$ cat config.mk
export PLATFORM = sky130hd
export DESIGN_NAME = phy_mgmt_responder
export DESIGN_NICKNAME = d
export VERILOG_FILES = /design/src/rtl/phy_mgmt_pkg.sv /design/src/rtl/phy_reg_store.sv /design/src/rtl/phy_status_view.sv /design/src/rtl/phy_rsp_slot.sv /design/src/rtl/phy_mgmt_responder.sv
export SDC_FILE = /design/constraint.sdc
export NUM_CORES = 1
export LEC_CHECK = 0
export BUFFER_PORTS_ARGS = -buffer_cell sky130_fd_sc_hd__buf_2
export CAP_MARGIN = 5
export CORE_UTILIZATION = 35
export CTS_CLUSTER_DIAMETER = 50
export DETAILED_ROUTE_END_ITERATION = 16
export PLACE_DENSITY = 0.47
export SYNTH_ARGS = -nofsm -noshare
export SYNTH_HDL_FRONTEND = slang
export SYNTH_HIERARCHICAL = 1
export SYNTH_SLANG_ARGS = --single-unit
$ cat constraint.sdc
create_clock -name clk -period 2.83 [get_ports clk]
set_clock_uncertainty 0.2 [all_clocks]
set_input_delay 0 -clock clk [delete_from_list [all_inputs] [get_ports clk]]
set_output_delay 0 -clock clk [all_outputs]
set_load 0.005 [all_outputs]
$ cat src/rtl/phy_mgmt_pkg.sv
package phy_mgmt_pkg;
  localparam int DATA_W = 16;
  localparam int REG_W  = 5;
  localparam int NREGS  = 1 << REG_W;

  typedef logic [REG_W-1:0]  reg_idx_t;
  typedef logic [DATA_W-1:0] word_t;

  localparam reg_idx_t IDX_CTRL    = 5'd0;
  localparam reg_idx_t IDX_STAT    = 5'd1;
  localparam reg_idx_t IDX_ID_HI   = 5'd2;
  localparam reg_idx_t IDX_ID_LO   = 5'd3;
  localparam reg_idx_t IDX_ADV     = 5'd4;
  localparam reg_idx_t IDX_PARTNER = 5'd5;
  localparam reg_idx_t IDX_SPEED   = 5'd17;
  localparam reg_idx_t IDX_DIAG    = 5'd18;

  // Advertisement mode field sits at bits 8:5 of the advertisement word
  localparam int MODE_LO = 5;
  localparam int MODE_HI = 8;
  localparam int MODE_W  = MODE_HI - MODE_LO + 1;

  localparam word_t STAT_LINK_UP = 16'h782E;
  localparam word_t PARTNER_BASE = 16'h4001;
  localparam word_t SPEED_WORD   = 16'h8000;
  localparam int    DIAG_SPD_BIT = 10;
  localparam int    DIAG_DPX_BIT = 11;

  function automatic word_t reset_word(input int idx);
    case (idx)
      0:       return 16'h3100;
      2:       return 16'h0300;
      3:       return 16'hE400;
      4:       return 16'h01E1;
      default: return '0;
    endcase
  endfunction
endpackage

$ cat src/rtl/phy_reg_store.sv
module phy_reg_store
  import phy_mgmt_pkg::*;
(
  input  logic              clk,
  input  logic              rst_n,
  input  logic              wr_en,
  input  reg_idx_t          wr_idx,
  input  word_t             wr_data,
  input  reg_idx_t          rd_idx,
  output word_t             rd_word,
  output logic [MODE_W-1:0] adv_modes
);
  logic [NREGS-1:0][DATA_W-1:0] bank;

  for (genvar i = 0; i < NREGS; i++) begin : g_entry
    word_t q;
    always_ff @(posedge clk or negedge rst_n) begin
      if (!rst_n) begin
        q <= reset_word(i);
      end else if (wr_en && (wr_idx == reg_idx_t'(i))) begin
        q <= wr_data;
      end
    end
    assign bank[i] = q;
  end

  assign rd_word   = bank[rd_idx];
  assign adv_modes = bank[IDX_ADV][MODE_HI:MODE_LO];


  adv_hold_chk: assert property (@(posedge clk) disable iff (!rst_n)
    !wr_en |=> $stable(adv_modes));


  adv_store_chk: assert property (@(posedge clk) disable iff (!rst_n)
    (wr_en && wr_idx == IDX_ADV) |=> adv_modes == $past(wr_data[MODE_HI:MODE_LO]));
endmodule

$ cat src/rtl/phy_status_view.sv
module phy_status_view
  import phy_mgmt_pkg::*;
(
  input  reg_idx_t          sel,
  input  word_t             stored,
  input  logic [MODE_W-1:0] adv_modes,
  input  logic              link_up,
  output word_t             view
);
  // adv_modes: [0]=10 half, [1]=10 full, [2]=100 half, [3]=100 full
  logic any_100;
  logic any_full;
  word_t diag;

  assign any_100  = adv_modes[2] | adv_modes[3];
  assign any_full = adv_modes[3] | adv_modes[1];

  always_comb begin
    diag = '0;
    diag[DIAG_SPD_BIT] = any_100;
    diag[DIAG_DPX_BIT] = any_full;
  end

  always_comb begin
    case (sel)
      IDX_STAT:    view = link_up ? STAT_LINK_UP : '0;
      IDX_PARTNER: view = PARTNER_BASE | (word_t'(adv_modes) << MODE_LO);
      IDX_SPEED:   view = SPEED_WORD;
      IDX_DIAG:    view = link_up ? diag : '0;
      default:     view = stored;
    endcase
  end
endmodule

$ cat src/rtl/phy_rsp_slot.sv
module phy_rsp_slot #(
  parameter int DATA_W = 16
) (
  input  logic              clk,
  input  logic              rst_n,
  input  logic              load,
  input  logic [DATA_W-1:0] load_data,
  output logic              slot_free,
  output logic              rsp_valid,
  input  logic              rsp_ready,
  output logic [DATA_W-1:0] rsp_data
);
  assign slot_free = !rsp_valid || rsp_ready;

  always_ff @(posedge clk or negedge rst_n) begin
    if (!rst_n) begin
      rsp_valid <= 1'b0;
      rsp_data  <= '0;
    end else if (load) begin
      rsp_valid <= 1'b1;
      rsp_data  <= load_data;
    end else if (rsp_ready) begin
      rsp_valid <= 1'b0;
    end
  end


  rsp_due_chk: assert property (@(posedge clk) disable iff (!rst_n)
    load |=> rsp_valid);


  rsp_hold_chk: assert property (@(posedge clk) disable iff (!rst_n)
    (rsp_valid && !rsp_ready) |=> (rsp_valid && $stable(rsp_data)));
endmodule

$ cat src/rtl/phy_mgmt_responder.sv
module phy_mgmt_responder
  import phy_mgmt_pkg::*;
#(
  parameter int PHY_W = 5
) (
  input  logic              clk,
  input  logic              rst_n,
  input  logic [PHY_W-1:0]  cfg_phy_addr,
  input  logic              link_up,
  input  logic              req_valid,
  output logic              req_ready,
  input  logic              req_write,
  input  logic [PHY_W-1:0]  req_phy,
  input  logic [REG_W-1:0]  req_reg,
  input  logic [DATA_W-1:0] req_wdata,
  output logic              rsp_valid,
  input  logic              rsp_ready,
  output logic [DATA_W-1:0] rsp_data
);
  logic              take;
  logic              hit;
  logic              wr_en;
  logic              rd_take;
  word_t             stored;
  word_t             view;
  word_t             rd_val;
  logic [MODE_W-1:0] modes;

  assign take    = req_valid && req_ready;
  assign hit     = (req_phy == cfg_phy_addr);
  assign wr_en   = take && req_write && hit;
  assign rd_take = take && !req_write;
  assign rd_val  = hit ? view : '1;

  phy_reg_store u_store (
    .clk      (clk),
    .rst_n    (rst_n),
    .wr_en    (wr_en),
    .wr_idx   (req_reg),
    .wr_data  (req_wdata),
    .rd_idx   (req_reg),
    .rd_word  (stored),
    .adv_modes(modes)
  );

  phy_status_view u_view (
    .sel      (req_reg),
    .stored   (stored),
    .adv_modes(modes),
    .link_up  (link_up),
    .view     (view)
  );

  phy_rsp_slot #(.DATA_W(DATA_W)) u_slot (
    .clk      (clk),
    .rst_n    (rst_n),
    .load     (rd_take),
    .load_data(rd_val),
    .slot_free(req_ready),
    .rsp_valid(rsp_valid),
    .rsp_ready(rsp_ready),
    .rsp_data (rsp_data)
  );


  speed_word_chk: assert property (@(posedge clk) disable iff (!rst_n)
    (rd_take && hit && req_reg == IDX_SPEED) |=> rsp_data == SPEED_WORD);


  stat_down_chk: assert property (@(posedge clk) disable iff (!rst_n)
    (rd_take && hit && req_reg == IDX_STAT && !link_up) |=> rsp_data == '0);


  absent_phy_chk: assert property (@(posedge clk) disable iff (!rst_n)
    (rd_take && !hit) |=> rsp_data == '1);


  stall_ready_chk: assert property (@(posedge clk) disable iff (!rst_n)
    (rsp_valid && !rsp_ready) |-> !req_ready);
endmodule

==> flow_results.xml, run 1 <==
<?xml version="1.0" encoding="UTF-8"?>
<metrics>
  <group name="status">
    <metric name="outcome" unit="">complete, no violations</metric>
  </group>
  <group name="routing">
    <metric name="route.final.wire_length" unit="mm">73.19</metric>
    <metric name="postRouteAntennaNets" unit="">0</metric>
    <metric name="drt_pre_antenna_iters" unit="">6</metric>
    <metric name="iteration_0_drc_count_of_the_detailed_router" unit="">985</metric>
    <metric name="route.detailed.vias_per_inst" unit="">5.276</metric>
    <metric name="detailroute.via_count" unit="">15620</metric>
    <metric name="route.detailed.drc" unit="">0</metric>
    <metric name="detail_route.wl_per_cell" unit="um">24.73</metric>
  </group>
  <group name="critical_path">
    <metric name="critical_path_arrival" unit="ns">3.00</metric>
    <metric name="path_max_fanout" unit="">17</metric>
    <metric name="start_kind" unit="">flop</metric>
    <metric name="cp.required" unit="ns">3.13</metric>
    <metric name="timing_worst_setup_path_type" unit="">reg -&gt; reg</metric>
    <metric name="critical_path.endpoint_type" unit="">flop</metric>
  </group>
  <group name="global_route">
    <metric name="wire_length_of_the_first_global_routing_pass" unit="mm">110.8</metric>
    <metric name="grt_max_degree" unit="">82</metric>
    <metric name="grt_overflow" unit="">0</metric>
    <metric name="grt_pass1_vias" unit="">16710</metric>
    <metric name="groute.usage.overall" unit="%">20.39</metric>
    <metric name="antenna_violations_before_repair" unit="">2</metric>
  </group>
  <group name="layout">
    <metric name="count_of_non_filler_cells_in_the_finished_layout" unit="">2960</metric>
    <metric name="fin_nets" unit="">1993</metric>
    <metric name="final_core_density" unit="%">42.40</metric>
    <metric name="drive_gt1_share" unit="%">44.00</metric>
    <metric name="area_growth_from_synthesis_to_final_layout" unit="%">19.22</metric>
  </group>
  <group name="synth">
    <metric name="synth_sequential_area_ratio" unit="%">52.85</metric>
    <metric name="netlist_instances" unit="">1848</metric>
    <metric name="synth.lib_cells_used.distinct" unit="">45</metric>
    <metric name="post-synth-top-area-cell" unit="">sky130_fd_sc_hd__dfrtp_1</metric>
    <metric name="ys_warn_count" unit="">6</metric>
    <metric name="synth_enable_flop_cells" unit="">0</metric>
    <metric name="mappedNetlistNets" unit="">1885</metric>
    <metric name="cell_area_after_synthesis" unit="mm2">0.02508</metric>
    <metric name="synth-seq-cells" unit="">529</metric>
    <metric name="synth_async_sr_flop_share" unit="%">100.0</metric>
    <metric name="ys_top_cells_by_area" unit="">sky130_fd_sc_hd__dfrtp_1 51%, sky130_fd_sc_hd__mux2_2 23%, sky130_fd_sc_hd__mux2i_1 10%</metric>
    <metric name="avgSynthCellArea" unit="um2">13.57</metric>
    <metric name="synthFlopType" unit="">sky130_fd_sc_hd__dfrtp_1</metric>
    <metric name="yosys.area.top_type_share" unit="%">51.38</metric>
  </group>
  <group name="timing">
    <metric name="timing.slew.headroom" unit="%">39.53</metric>
    <metric name="period_share" unit="%">95.38</metric>
    <metric name="slew_viol_final" unit="">0</metric>
    <metric name="worst_hold_slack" unit="ns">0.04012</metric>
    <metric name="final_period_minus_worst_setup_slack" unit="ns">2.699</metric>
    <metric name="setup_viol_count_final" unit="">0</metric>
    <metric name="hold_violations" unit="">0</metric>
    <metric name="tightest_slew" unit="ns">0.9070</metric>
    <metric name="top_achievable_clock_speed" unit="MHz">370.5</metric>
    <metric name="unrepaired_setup_endpoints_after_global_routing" unit="">no</metric>
  </group>
  <group name="placement">
    <metric name="gp_routability_congestion" unit="">0.7986</metric>
    <metric name="dp.final_hpwl" unit="mm">44.89</metric>
    <metric name="post-place-cells" unit="">2790</metric>
    <metric name="numPortBuffers" unit="">54</metric>
  </group>
  <group name="die">
    <metric name="placement_rows" unit="">97</metric>
    <metric name="die_area" unit="mm2">0.07274</metric>
    <metric name="fp.coreArea" unit="mm2">0.07051</metric>
    <metric name="num_io_pins" unit="">55</metric>
    <metric name="fp.dieW" unit="um">269.7</metric>
    <metric name="floorplan.die.height" unit="um">269.7</metric>
    <metric name="starting_density" unit="%">35.57</metric>
  </group>
  <group name="clock_tree">
    <metric name="post_cts.repair.setup_buffers" unit="">0</metric>
    <metric name="tritoncts" unit="">yes</metric>
    <metric name="numClockSinks" unit="">529</metric>
    <metric name="htree_num_levels" unit="">3</metric>
    <metric name="cts_max_path_buffers" unit="">3</metric>
    <metric name="worst_setup_hold_path_clk_slew" unit="ns">0.05</metric>
    <metric name="numCtsBuffers" unit="">76</metric>
    <metric name="library_cell_used_as_clock_root_buffer" unit="">sky130_fd_sc_hd__clkbuf_16</metric>
    <metric name="clk-insertion-delay-late" unit="ns">0.61</metric>
  </group>
  <group name="pwr">
    <metric name="power_per_cell_area" unit="mW/mm2">621.4</metric>
    <metric name="total_leakage_power" unit="uW">0.01474</metric>
    <metric name="ir_worst_vdd" unit="uV">387.3</metric>
  </group>
  <group name="worst_hold_path">
    <metric name="holdCritPathClass" unit="">in -&gt; reg</metric>
  </group>
  <group name="run">
    <metric name="timing.max_cap.violations" unit="">0</metric>
  </group>
</metrics>
## cells in the mapped netlist, types with 2 or more instances
library cell and number:
sky130_fd_sc_hd__dfrtp_1 515, sky130_fd_sc_hd__mux2_2 509, sky130_fd_sc_hd__mux2i_1 256, sky130_fd_sc_hd__clkbuf_1 73
sky130_fd_sc_hd__a22oi_1 65, sky130_fd_sc_hd__buf_2 63, sky130_fd_sc_hd__nand2_1 48, sky130_fd_sc_hd__a21oi_1 35
sky130_fd_sc_hd__a22o_1 35, sky130_fd_sc_hd__nand3_1 34, sky130_fd_sc_hd__buf_4 20, sky130_fd_sc_hd__nor3_1 20
sky130_fd_sc_hd__mux2_4 19, sky130_fd_sc_hd__nand4_1 17, sky130_fd_sc_hd__a31oi_1 16, sky130_fd_sc_hd__dfstp_2 14
sky130_fd_sc_hd__nor2_1 11, sky130_fd_sc_hd__nor2_2 11, sky130_fd_sc_hd__nand3b_2 10, sky130_fd_sc_hd__nand2b_1 9
sky130_fd_sc_hd__nor2b_1 8, sky130_fd_sc_hd__nand3b_1 7, sky130_fd_sc_hd__a21o_1 6, sky130_fd_sc_hd__buf_6 6
sky130_fd_sc_hd__nor3_2 6, sky130_fd_sc_hd__buf_1 5, sky130_fd_sc_hd__xor2_1 5, sky130_fd_sc_hd__and2_1 3
sky130_fd_sc_hd__and3_1 3, sky130_fd_sc_hd__nand2b_4 2, sky130_fd_sc_hd__nand4_2 2, sky130_fd_sc_hd__nor4_4 2
## layer usage
layer | vias up | GRT usage (%) | part of all wire (%)
li1 | 6966 | - | -
met1 | 8274 | 29.23 | 49
met2 | 274 | 31.65 | 45
met3 | 103 | 2.930 | 3.4
met4 | 0 | 6.474 | 2.5
met5 | - | 0 | 0
## placed cells by master, fill, tap and decap left out, drive strengths merged
cell	Yosys	routed
a211o	1	1
a21o	6	6
a21oi	35	35
a221o	1	1
a22o	35	35
a22oi	65	65
a31oi	16	16
and2	3	3
and3	3	3
buf	96	172
bufinv	0	8
clkbuf	73	93
clkinv	0	22
clkinvlp	0	7
dfrtp	515	515
dfstp	14	14
diode	0	2
dlygate4sd3	0	27
inv	1	11
mux2	528	528
mux2i	256	256
nand2	49	49
nand2b	11	11
nand3	34	34
nand3b	17	17
nand4	19	19
nor2	23	23
nor2b	8	8
nor3	27	27
nor4	2	2
o21ai	1	1
o21bai	1	1
o22a	1	1
or2	2	2
xor2	5	5
## per-stage QoR
stage | setup TNS [ns] | worst slack, ns | instance area, um2 | total power [uW]
6_report | 0 | 0.1309 | 29900 | 18580
5_1_grt | 0 | 0.01142 | 29900 | 19280
4_1_cts | 0 | 0.09093 | 29890 | 18880
3_5_place_dp | -0.1575 | -0.09942 | 27020 | 9116
3_3_place_gp | -0.1310 | -0.08768 | 27020 | 9102
2_1_floorplan | 0 | 0.3174 | 25080 | 8462
## where the power goes
group          total [uW]  internal [uW]  switching (uW)
clock                9570           5880            3690
combinational        1310            467             842
sequential           7700           7660            43.6
total               18600          14000            4570
## flip-flops by register name, summed over array words and instances, names as in the netlist
register,flops
u_slot/rsp_valid,1
u_store/g_entry.q,512
u_slot/rsp_data,16
## worst paths after layout
path / slack [ns] / cells after the start / to / startpoint
worst min register to register: 0.30 / 1 / u_store/g_entry[2].q[13] / u_store/g_entry[2].q[13]
worst max register to register: 0.13 / 7 / u_slot/rsp_data[10] / u_slot/rsp_valid
worst max-delay path: 0.13 / 7 / u_slot/rsp_data[10] / u_slot/rsp_valid
max in group asynchronous: 1.49 / 5 / u_store/g_entry[8].q[6] / rst_n
worst min-delay path: 0.04 / 6 / u_slot/rsp_data[11] / cfg_phy_addr[2]
min in group asynchronous: 0.40 / 4 / u_store/g_entry[26].q[4] / rst_n
## layout make-up
class | count | area (um2)
clock inverters | 47 | 571.8
diodes | 2 | 5.005
flip-flops and latches | 529 | 13260
fillers | 6544 | 40610
inverters | 1 | 3.754
multi-input cells | 1149 | 11000
repair buffers | 199 | 1884
clock buffers | 93 | 2007
well taps | 940 | 1176
## critical path: stages (launching register included)
cell,delay (ns)
sky130_fd_sc_hd__dfrtp_1,0.38
sky130_fd_sc_hd__nand2b_1,0.14
sky130_fd_sc_hd__nand2_1,0.07
sky130_fd_sc_hd__nor2_1,0.08
sky130_fd_sc_hd__dlygate4sd3_1,0.56
sky130_fd_sc_hd__buf_4,0.30
sky130_fd_sc_hd__mux2_4,0.33
sky130_fd_sc_hd__dlygate4sd3_1,0.55
## timing repair
action / CTS / global route
hold endpoints to repair: 954 / 0
resized for setup: 0 / 3
setup endpoints to repair: 0 / 17
hold buffers: 28 / 0
## cells by family after synthesis
group / count (synthesis) / share of synthesized area, %
compound gates: 162 / 4.619
xor+xnor: 5 / 0.1746
buf+inv: 170 / 3.447
flops: 529 / 52.85
mux: 784 / 34.21
simple gates: 198 / 4.704
No activity file was read; power rests on OpenSTA's default activity.
==> run 2: changes to the inputs <==
--- a/config.mk
+++ b/config.mk
@@ -10,7 +10,8 @@
 export CORE_UTILIZATION = 35
 export CTS_CLUSTER_DIAMETER = 50
 export DETAILED_ROUTE_END_ITERATION = 16
-export PLACE_DENSITY = 0.47
+export PLACE_DENSITY = 0.48
+export SLEW_MARGIN = 20
 export SYNTH_ARGS = -nofsm -noshare
 export SYNTH_HDL_FRONTEND = slang
 export SYNTH_HIERARCHICAL = 1
==> constraint.sdc (replaced) <==
create_clock -name clk -period 2.4 [get_ports clk]
set_clock_uncertainty 0.2 [all_clocks]
set_input_delay 0 -clock clk [delete_from_list [all_inputs] [get_ports clk]]
set_output_delay 0 -clock clk [all_outputs]
set_load 0.005 [all_outputs]
==> run 2 against run 1 <==
- via count up 2.8%
- clock power increased by 12%
- worst setup slack got worse by 0.091 ns
- clock-buffer cell count shrank 2
- total power up 15%
- cell count grew 1.6%
- core utilization grew 1.1 points
- sequential share of layout area is 1.1 points lower
==> flow_results.xml, run 2 (synthesis results as in run 1) <==
<?xml version="1.0" encoding="UTF-8"?>
<metrics>
  <group name="layout">
    <metric name="fin_nets" unit="">2049</metric>
    <metric name="biggestRegsByFlops" unit="">u_store/g_entry.q x512, u_slot/rsp_data x16, u_slot/rsp_valid x1</metric>
    <metric name="final_common_cell" unit="">sky130_fd_sc_hd__dfrtp_1</metric>
    <metric name="drive_gt1_share" unit="%">45.56</metric>
    <metric name="largest_register_ff_count" unit="">512</metric>
    <metric name="area_growth_from_synthesis_to_final_layout" unit="%">22.32</metric>
    <metric name="max_flop_register" unit="">u_store/g_entry.q</metric>
    <metric name="final_cell_mix" unit="">515 x sky130_fd_sc_hd__dfrtp_1, 502 x sky130_fd_sc_hd__mux2_2, 256 x sky130_fd_sc_hd__mux2i_1, 109 x sky130_fd_sc_hd__buf_4, 73 x sky130_fd_sc_hd__clkbuf_16</metric>
  </group>
  <group name="routing">
    <metric name="detail_route.wl_per_cell" unit="um">24.93</metric>
    <metric name="postRouteAntennaNets" unit="">0</metric>
    <metric name="route.final.wire_length" unit="mm">74.96</metric>
    <metric name="iteration_0_drc_count_of_the_detailed_router" unit="">1039</metric>
    <metric name="route.detailed.vias_per_inst" unit="">5.340</metric>
    <metric name="route.detailed.drc" unit="">0</metric>
    <metric name="drt_pre_antenna_iters" unit="">5</metric>
    <metric name="detailroute.via_count" unit="">16060</metric>
  </group>
  <group name="placement">
    <metric name="dp.final_hpwl" unit="mm">47.07</metric>
    <metric name="place_worst_setup_slack" unit="ns">-0.2214</metric>
    <metric name="gp_routability_congestion" unit="">0.8096</metric>
    <metric name="numPortBuffers" unit="">54</metric>
  </group>
  <group name="die">
    <metric name="starting_density" unit="%">35.57</metric>
    <metric name="floorplan.die.height" unit="um">269.7</metric>
    <metric name="fp.coreArea" unit="mm2">0.07051</metric>
    <metric name="fp.dieW" unit="um">269.7</metric>
    <metric name="num_io_pins" unit="">55</metric>
    <metric name="die_area" unit="mm2">0.07274</metric>
    <metric name="placement_rows" unit="">97</metric>
  </group>
  <group name="pwr">
    <metric name="netSwitchingPower" unit="uW">5047</metric>
    <metric name="power.internal" unit="uW">16370</metric>
    <metric name="switching_share" unit="%">23.56</metric>
    <metric name="p_total" unit="uW">21420</metric>
    <metric name="power_per_cell_area" unit="mW/mm2">698.3</metric>
    <metric name="total_leakage_power" unit="uW">0.01515</metric>
    <metric name="seqPwrFrac" unit="%">42.4</metric>
    <metric name="comb_power_share" unit="%">7.7</metric>
    <metric name="p_clk_share" unit="%">49.9</metric>
    <metric name="ir_worst_vdd" unit="uV">588.9</metric>
  </group>
  <group name="clock_tree">
    <metric name="numClockSinks" unit="">529</metric>
    <metric name="cts_max_path_buffers" unit="">3</metric>
    <metric name="tritoncts" unit="">yes</metric>
    <metric name="clk-insertion-delay-late" unit="ns">0.60</metric>
    <metric name="htree_num_levels" unit="">3</metric>
    <metric name="worst_setup_hold_path_clk_slew" unit="ns">0.06</metric>
    <metric name="numCtsBuffers" unit="">69</metric>
    <metric name="library_cell_used_as_clock_root_buffer" unit="">sky130_fd_sc_hd__clkbuf_16</metric>
  </group>
  <group name="timing">
    <metric name="setup_viol_count_final" unit="">0</metric>
    <metric name="unrepaired_setup_endpoints_after_global_routing" unit="">yes</metric>
    <metric name="final_period_minus_worst_setup_slack" unit="ns">2.361</metric>
    <metric name="slew_viol_final" unit="">0</metric>
    <metric name="top_achievable_clock_speed" unit="MHz">423.6</metric>
    <metric name="period_share" unit="%">98.36</metric>
    <metric name="tightest_slew" unit="ns">0.8604</metric>
    <metric name="setup_slack" unit="ns">0.03946</metric>
    <metric name="hold_violations" unit="">0</metric>
    <metric name="timing.slew.headroom" unit="%">42.64</metric>
  </group>
  <group name="worst_hold_path">
    <metric name="holdCritPathClass" unit="">in -&gt; reg</metric>
  </group>
  <group name="status">
    <metric name="outcome" unit="">complete, no violations</metric>
  </group>
  <group name="critical_path">
    <metric name="path_max_fanout" unit="">16</metric>
    <metric name="start_kind" unit="">flop</metric>
    <metric name="critical_path_arrival" unit="ns">2.63</metric>
    <metric name="cp.required" unit="ns">2.67</metric>
    <metric name="timing_worst_setup_path_type" unit="">reg -&gt; reg</metric>
    <metric name="critical_path.endpoint_type" unit="">flop</metric>
  </group>
  <group name="global_route">
    <metric name="grt_overflow" unit="">0</metric>
    <metric name="groute.usage.overall" unit="%">20.86</metric>
    <metric name="antenna_violations_before_repair" unit="">1</metric>
    <metric name="grt_pass1_vias" unit="">17060</metric>
    <metric name="grt_max_degree" unit="">87</metric>
    <metric name="wire_length_of_the_first_global_routing_pass" unit="mm">113.2</metric>
  </group>
  <group name="run">
    <metric name="timing.max_cap.violations" unit="">0</metric>
  </group>
</metrics>
==> run 2: changes by cell type in the layout (fill, tap and decap cells not counted), sizes merged <==
cell         delta
dlygate4sd3     +1
clkinv          -9
clkinvlp        -4
clkbuf          -1
buf            +61
inv             -3
diode           +2
==> run 2: final timing paths <==
path / end / startpoint / slack, ns / depth (start not counted)
worst min-delay path: u_slot/rsp_data[15] / req_reg[2] / 0.06 / 7
worst max register to register: u_store/g_entry[28].q[1] / u_slot/rsp_valid / 0.04 / 9
min in group asynchronous: u_store/g_entry[24].q[3] / rst_n / 0.45 / 4
worst max-delay path: u_store/g_entry[28].q[1] / u_slot/rsp_valid / 0.04 / 9
max in group asynchronous: u_store/g_entry[18].q[3] / rst_n / 1.07 / 5
worst min register to register: u_store/g_entry[4].q[9] / u_store/g_entry[4].q[9] / 0.30 / 1
==> run 2: worst max-delay path, cell delays in order (launching register included) <==
cell	delay [ns]
sky130_fd_sc_hd__dfrtp_1	0.38
sky130_fd_sc_hd__nand2b_1	0.09
sky130_fd_sc_hd__and3_1	0.15
sky130_fd_sc_hd__and3_4	0.27
sky130_fd_sc_hd__buf_6	0.15
sky130_fd_sc_hd__nand4_1	0.11
sky130_fd_sc_hd__buf_6	0.17
sky130_fd_sc_hd__nor3_4	0.15
sky130_fd_sc_hd__buf_12	0.20
sky130_fd_sc_hd__mux2_2	0.35
==> run 2: routing by layer <==
| metal | routed length (um) | up-vias | GRT usage (%) |
|---|---|---|---|
| met3 | 3572 | 103 | 3.678 |
| met4 | 1932 | 0 | 6.669 |
| met1 | 35550 | 8512 | 29.33 |
| li1 | - | 7094 | - |
| met2 | 33900 | 347 | 32.54 |
| met5 | 0 | - | 0 |
==> run 2: power groups by stage <==
| stage | Combinational [uW] | Clock (uW) | Sequential [uW] |
|---|---|---|---|
| after floorplan | 759 | 0 | 9220 |
| after global placement | 1610 | 0 | 9230 |
| after detailed placement | 1620 | 0 | 9240 |
| final | 1660 | 10700 | 9080 |
| after CTS | 1680 | 11000 | 9080 |
| after global routing | 1780 | 11400 | 9090 |
==> run 2: layout make-up <==
type	count	area (um2)
fillers	6440	39830
flip-flops and latches	529	13260
multi-input cells	1149	11060
repair buffers	262	2788
clock buffers	91	1983
well taps	940	1176
clock inverters	31	407.9
diodes	4	10.01
inverters	1	3.754
==> run 2: repair_timing <==
action,in CTS,in global routing
pin swaps,0,0
gates cloned,1,1
endpoints found under the hold margin,985,0
setup buffers,2,0
resized for setup,8,10
hold buffers,29,0
endpoints found under the setup margin,47,74
==> run 2: stage by stage <==
step / hold slack, ns / util [%] / area, um2 / cells / TNS [ns]
2_1_floorplan: -0.4956 / - / 25110 / 1848 / -0.1367
3_3_place_gp: -0.2440 / 39.52 / 27860 / 2850 / -1.060
3_5_place_dp: -0.2356 / 39.52 / 27860 / 2850 / -1.725
4_1_cts: 0.02075 / 43.43 / 30620 / 3003 / 0
5_1_grt: 0.07093 / 43.49 / 30670 / 3003 / -0.03764
6_report: 0.06029 / 43.51 / 30680 / 3007 / 0
==> run 3: changes to the inputs <==
--- a/config.mk
+++ b/config.mk
@@ -10,9 +10,9 @@
 export CORE_UTILIZATION = 35
 export CTS_CLUSTER_DIAMETER = 50
 export DETAILED_ROUTE_END_ITERATION = 16
+export GPL_ROUTABILITY_DRIVEN = 0
 export PLACE_DENSITY = 0.48
 export SLEW_MARGIN = 20
 export SYNTH_ARGS = -nofsm -noshare
 export SYNTH_HDL_FRONTEND = slang
-export SYNTH_HIERARCHICAL = 1
 export SYNTH_SLANG_ARGS = --single-unit
==> run 3 against run 2 <==
- fmax grew 4.9%
- highest routed layer unchanged
- largest cell class unchanged
- die area up 0.13%
- largest power group unchanged
- cell count is 8.3% lower
==> flow_results.xml, run 3 <==
<?xml version="1.0" encoding="UTF-8"?>
<metrics>
  <group name="critical_path">
    <metric name="timing_worst_setup_path_type" unit="">reg -&gt; reg</metric>
    <metric name="critical_path.endpoint_type" unit="">flop</metric>
    <metric name="rrSetupSlack" unit="ns">0.15</metric>
    <metric name="worst_r2r_endpoint" unit="">u_store.g_entry[25].q[11]</metric>
    <metric name="path_max_fanout" unit="">16</metric>
    <metric name="cp.required" unit="ns">2.66</metric>
    <metric name="critical_path_source" unit="">u_slot.rsp_valid</metric>
    <metric name="start_kind" unit="">flop</metric>
    <metric name="critical_path_arrival" unit="ns">2.51</metric>
    <metric name="rr_startpoint" unit="">u_slot.rsp_valid</metric>
    <metric name="ff2ff_path_depth" unit="">7</metric>
  </group>
  <group name="synth">
    <metric name="cell_area_after_synthesis" unit="mm2">0.02512</metric>
    <metric name="mappedNetlistNets" unit="">1646</metric>
    <metric name="synth-seq-cells" unit="">529</metric>
    <metric name="yosys.area.top_type_share" unit="%">51.31</metric>
    <metric name="synth_sequential_area_ratio" unit="%">52.78</metric>
    <metric name="synth_enable_flop_cells" unit="">0</metric>
    <metric name="synthFlopType" unit="">sky130_fd_sc_hd__dfrtp_1</metric>
    <metric name="ys_warn_count" unit="">0</metric>
    <metric name="post-synth-top-area-cell" unit="">sky130_fd_sc_hd__dfrtp_1</metric>
    <metric name="netlist_instances" unit="">1609</metric>
    <metric name="synth_async_sr_flop_share" unit="%">100.0</metric>
    <metric name="netlist_top_cells_count" unit="">515 x sky130_fd_sc_hd__dfrtp_1, 339 x sky130_fd_sc_hd__mux2_2, 100 x sky130_fd_sc_hd__mux2_4, 87 x sky130_fd_sc_hd__mux4_2, 76 x sky130_fd_sc_hd__mux2i_1</metric>
    <metric name="synth.lib_cells_used.distinct" unit="">57</metric>
    <metric name="avgSynthCellArea" unit="um2">15.61</metric>
    <metric name="synthMostInstantiatedCell" unit="">sky130_fd_sc_hd__dfrtp_1</metric>
    <metric name="ys_top_cells_by_area" unit="">sky130_fd_sc_hd__dfrtp_1 51%, sky130_fd_sc_hd__mux2_2 15%, sky130_fd_sc_hd__mux4_2 7.8%</metric>
  </group>
  <group name="pwr">
    <metric name="netSwitchingPower" unit="uW">4958</metric>
    <metric name="comb_power_share" unit="%">5.9</metric>
    <metric name="total_leakage_power" unit="uW">0.01466</metric>
    <metric name="power.internal" unit="uW">16330</metric>
    <metric name="switching_share" unit="%">23.29</metric>
    <metric name="ir_worst_vdd" unit="uV">746.9</metric>
    <metric name="p_clk_share" unit="%">51.5</metric>
    <metric name="seqPwrFrac" unit="%">42.6</metric>
    <metric name="power_per_cell_area" unit="mW/mm2">707.2</metric>
  </group>
  <group name="layout">
    <metric name="ff_latch_area" unit="mm2">0.01326</metric>
    <metric name="final_cell_mix" unit="">515 x sky130_fd_sc_hd__dfrtp_1, 339 x sky130_fd_sc_hd__mux2_2, 100 x sky130_fd_sc_hd__mux2_4, 95 x sky130_fd_sc_hd__buf_4, 87 x sky130_fd_sc_hd__mux4_2</metric>
    <metric name="largest_register_ff_count" unit="">512</metric>
    <metric name="n_antenna_cell" unit="">0</metric>
    <metric name="fin_nets" unit="">1794</metric>
    <metric name="multi_input_area" unit="mm2">0.01088</metric>
    <metric name="fillerInstances" unit="">6388</metric>
    <metric name="area_growth_from_synthesis_to_final_layout" unit="%">19.84</metric>
    <metric name="final_common_cell" unit="">sky130_fd_sc_hd__dfrtp_1</metric>
    <metric name="max_flop_register" unit="">u_store.g_entry.q</metric>
    <metric name="drive_gt1_share" unit="%">48.79</metric>
    <metric name="biggestRegsByFlops" unit="">u_store.g_entry.q x512, u_slot.rsp_data x16, u_slot.rsp_valid x1</metric>
  </group>
  <group name="routing">
    <metric name="route.detailed.drc" unit="">0</metric>
    <metric name="detail_route.wl_per_cell" unit="um">25.25</metric>
    <metric name="detailroute.via_count" unit="">14650</metric>
    <metric name="route.detailed.vias_per_inst" unit="">5.317</metric>
    <metric name="route.final.wire_length" unit="mm">69.60</metric>
    <metric name="drt_pre_antenna_iters" unit="">5</metric>
    <metric name="iteration_0_drc_count_of_the_detailed_router" unit="">730</metric>
    <metric name="postRouteAntennaNets" unit="">0</metric>
  </group>
  <group name="global_route">
    <metric name="grt_max_degree" unit="">104</metric>
    <metric name="groute.usage.overall" unit="%">19.53</metric>
    <metric name="grt_overflow" unit="">0</metric>
    <metric name="wire_length_of_the_first_global_routing_pass" unit="mm">107.0</metric>
    <metric name="antenna_violations_before_repair" unit="">0</metric>
    <metric name="grt_pass1_vias" unit="">15860</metric>
  </group>
  <group name="die">
    <metric name="fp.coreArea" unit="mm2">0.07051</metric>
    <metric name="placement_rows" unit="">97</metric>
    <metric name="num_io_pins" unit="">55</metric>
    <metric name="starting_density" unit="%">35.62</metric>
    <metric name="floorplan.die.height" unit="um">269.9</metric>
    <metric name="fp.dieW" unit="um">269.9</metric>
    <metric name="die_area" unit="mm2">0.07283</metric>
  </group>
  <group name="clock_tree">
    <metric name="worst_setup_hold_path_clk_slew" unit="ns">0.06</metric>
    <metric name="library_cell_used_as_clock_root_buffer" unit="">sky130_fd_sc_hd__clkbuf_16</metric>
    <metric name="cts_max_path_buffers" unit="">3</metric>
    <metric name="htree_num_levels" unit="">3</metric>
    <metric name="numCtsBuffers" unit="">73</metric>
    <metric name="tritoncts" unit="">yes</metric>
    <metric name="post_cts.repair.setup_buffers" unit="">0</metric>
    <metric name="numClockSinks" unit="">529</metric>
    <metric name="clk-insertion-delay-late" unit="ns">0.61</metric>
  </group>
  <group name="run">
    <metric name="timing.max_cap.violations" unit="">0</metric>
  </group>
  <group name="worst_hold_path">
    <metric name="hold_path.startpoint" unit="">req_reg[2]</metric>
    <metric name="worst_hold_depth" unit="">5</metric>
    <metric name="hold_end" unit="">u_slot.rsp_data[14]</metric>
    <metric name="holdCritPathClass" unit="">in -&gt; reg</metric>
  </group>
  <group name="timing">
    <metric name="timing.slew.headroom" unit="%">38.40</metric>
    <metric name="unrepaired_setup_endpoints_after_global_routing" unit="">no</metric>
    <metric name="setup_slack" unit="ns">0.1496</metric>
    <metric name="period_share" unit="%">93.77</metric>
    <metric name="top_achievable_clock_speed" unit="MHz">444.4</metric>
    <metric name="final_period_minus_worst_setup_slack" unit="ns">2.250</metric>
    <metric name="tightest_slew" unit="ns">0.9230</metric>
    <metric name="slew_viol_final" unit="">0</metric>
    <metric name="finalSetupTns" unit="ns">0</metric>
    <metric name="setup_viol_count_final" unit="">0</metric>
    <metric name="hold_violations" unit="">0</metric>
  </group>
  <group name="placement">
    <metric name="numPortBuffers" unit="">54</metric>
    <metric name="place_worst_setup_slack" unit="ns">0.1322</metric>
    <metric name="dp.final_hpwl" unit="mm">45.77</metric>
  </group>
  <group name="status">
    <metric name="outcome" unit="">complete, no violations</metric>
  </group>
</metrics>
## run 3: cell types whose count changed in the layout (fill, tap and decap cells not counted), moves of 26 or more
cell | before | now
sky130_fd_sc_hd__mux2i_1 | 256 | 76
sky130_fd_sc_hd__mux2_2 | 502 | 339
sky130_fd_sc_hd__mux4_2 | 0 | 87
sky130_fd_sc_hd__mux2_1 | 0 | 74
sky130_fd_sc_hd__mux2_4 | 26 | 100
sky130_fd_sc_hd__a22oi_1 | 65 | 9
sky130_fd_sc_hd__nand2_1 | 48 | 10
sky130_fd_sc_hd__nand3_1 | 34 | 7
sky130_fd_sc_hd__o221ai_1 | 0 | 26
## run 3: kinds of logic after synthesis
group                  count (synthesis)  synth area share, %
buffers and inverters                159                4.030
XOR/XNOR                               6               0.2092
AND/OR/NAND/NOR                       96                3.203
flip-flops                           529                52.78
AO/OA/AOI/OAI                        139                4.035
multiplexers                         680                35.74
## run 3: layout make-up
| class | count | area share (%) |
|---|---|---|
| flip-flops and latches | 529 | 44.04 |
| multi-input cells | 922 | 36.15 |
| repair buffers | 227 | 7.678 |
| clock buffers | 103 | 6.818 |
| well taps | 940 | 3.908 |
| clock inverters | 31 | 1.355 |
| inverters | 4 | 0.04989 |
## run 3: how the worst max path moves through the flow
stage	end	slack, ns	cells past startpoint
2_1_floorplan	u_store.g_entry[27].q[10]	0.28	8
3_3_place_gp	u_slot.rsp_data[8]	0.12	6
3_5_place_dp	u_slot.rsp_data[8]	0.13	6
4_1_cts	u_slot.rsp_data[11]	0.05	7
5_1_grt	u_slot.rsp_data[7]	0.005	6
6_report	u_store.g_entry[25].q[11]	0.15	7
## run 3: stage by stage
stage	hold slack, ns	cells	power, uW	utilization, %	cell area [um2]
2_1_floorplan	-0.4956	1609	9794	-	25120
3_3_place_gp	-0.2823	2594	10440	38.79	27350
3_5_place_dp	-0.2889	2594	10460	38.79	27350
4_1_cts	0.008054	2755	21610	42.67	30090
5_1_grt	0.08160	2756	22110	42.68	30100
6_report	0.06699	2756	21290	42.68	30100
## run 3: worst max-delay path, cell delays in order, from the launching register on
cell	delay, ns
sky130_fd_sc_hd__dfrtp_1	0.40
sky130_fd_sc_hd__nand2b_4	0.08
sky130_fd_sc_hd__and3_1	0.19
sky130_fd_sc_hd__and4_1	0.26
sky130_fd_sc_hd__buf_12	0.15
sky130_fd_sc_hd__buf_4	0.16
sky130_fd_sc_hd__nand3_4	0.26
sky130_fd_sc_hd__mux2_1	0.41
## run 3: per-layer routing
metal / share of wire (%) / up-vias / routed length, um / GRT usage (%)
li1: - / 6349 / - / -
met1: 47 / 7920 / 32490 / 27.33
met2: 47 / 277 / 33030 / 31.01
met3: 3.4 / 108 / 2353 / 3.156
met4: 2.5 / 0 / 1723 / 5.936
met5: 0 / - / 0 / 0
## run 3: power by group through the flow
stage	clock network [uW]	logic [uW]	registers, uW
floorplan	0	585	9210
global placement	0	1220	9220
detailed placement	0	1230	9230
CTS	11300	1280	9070
global route	11700	1360	9080
finish	11000	1250	9070
## run 3: what timing repair did
item	4_1_cts	5_1_grt
hold buffers	27	0
endpoints found under the hold margin	1057	0
gates resized for setup	0	0
endpoints found under the setup margin	0	2
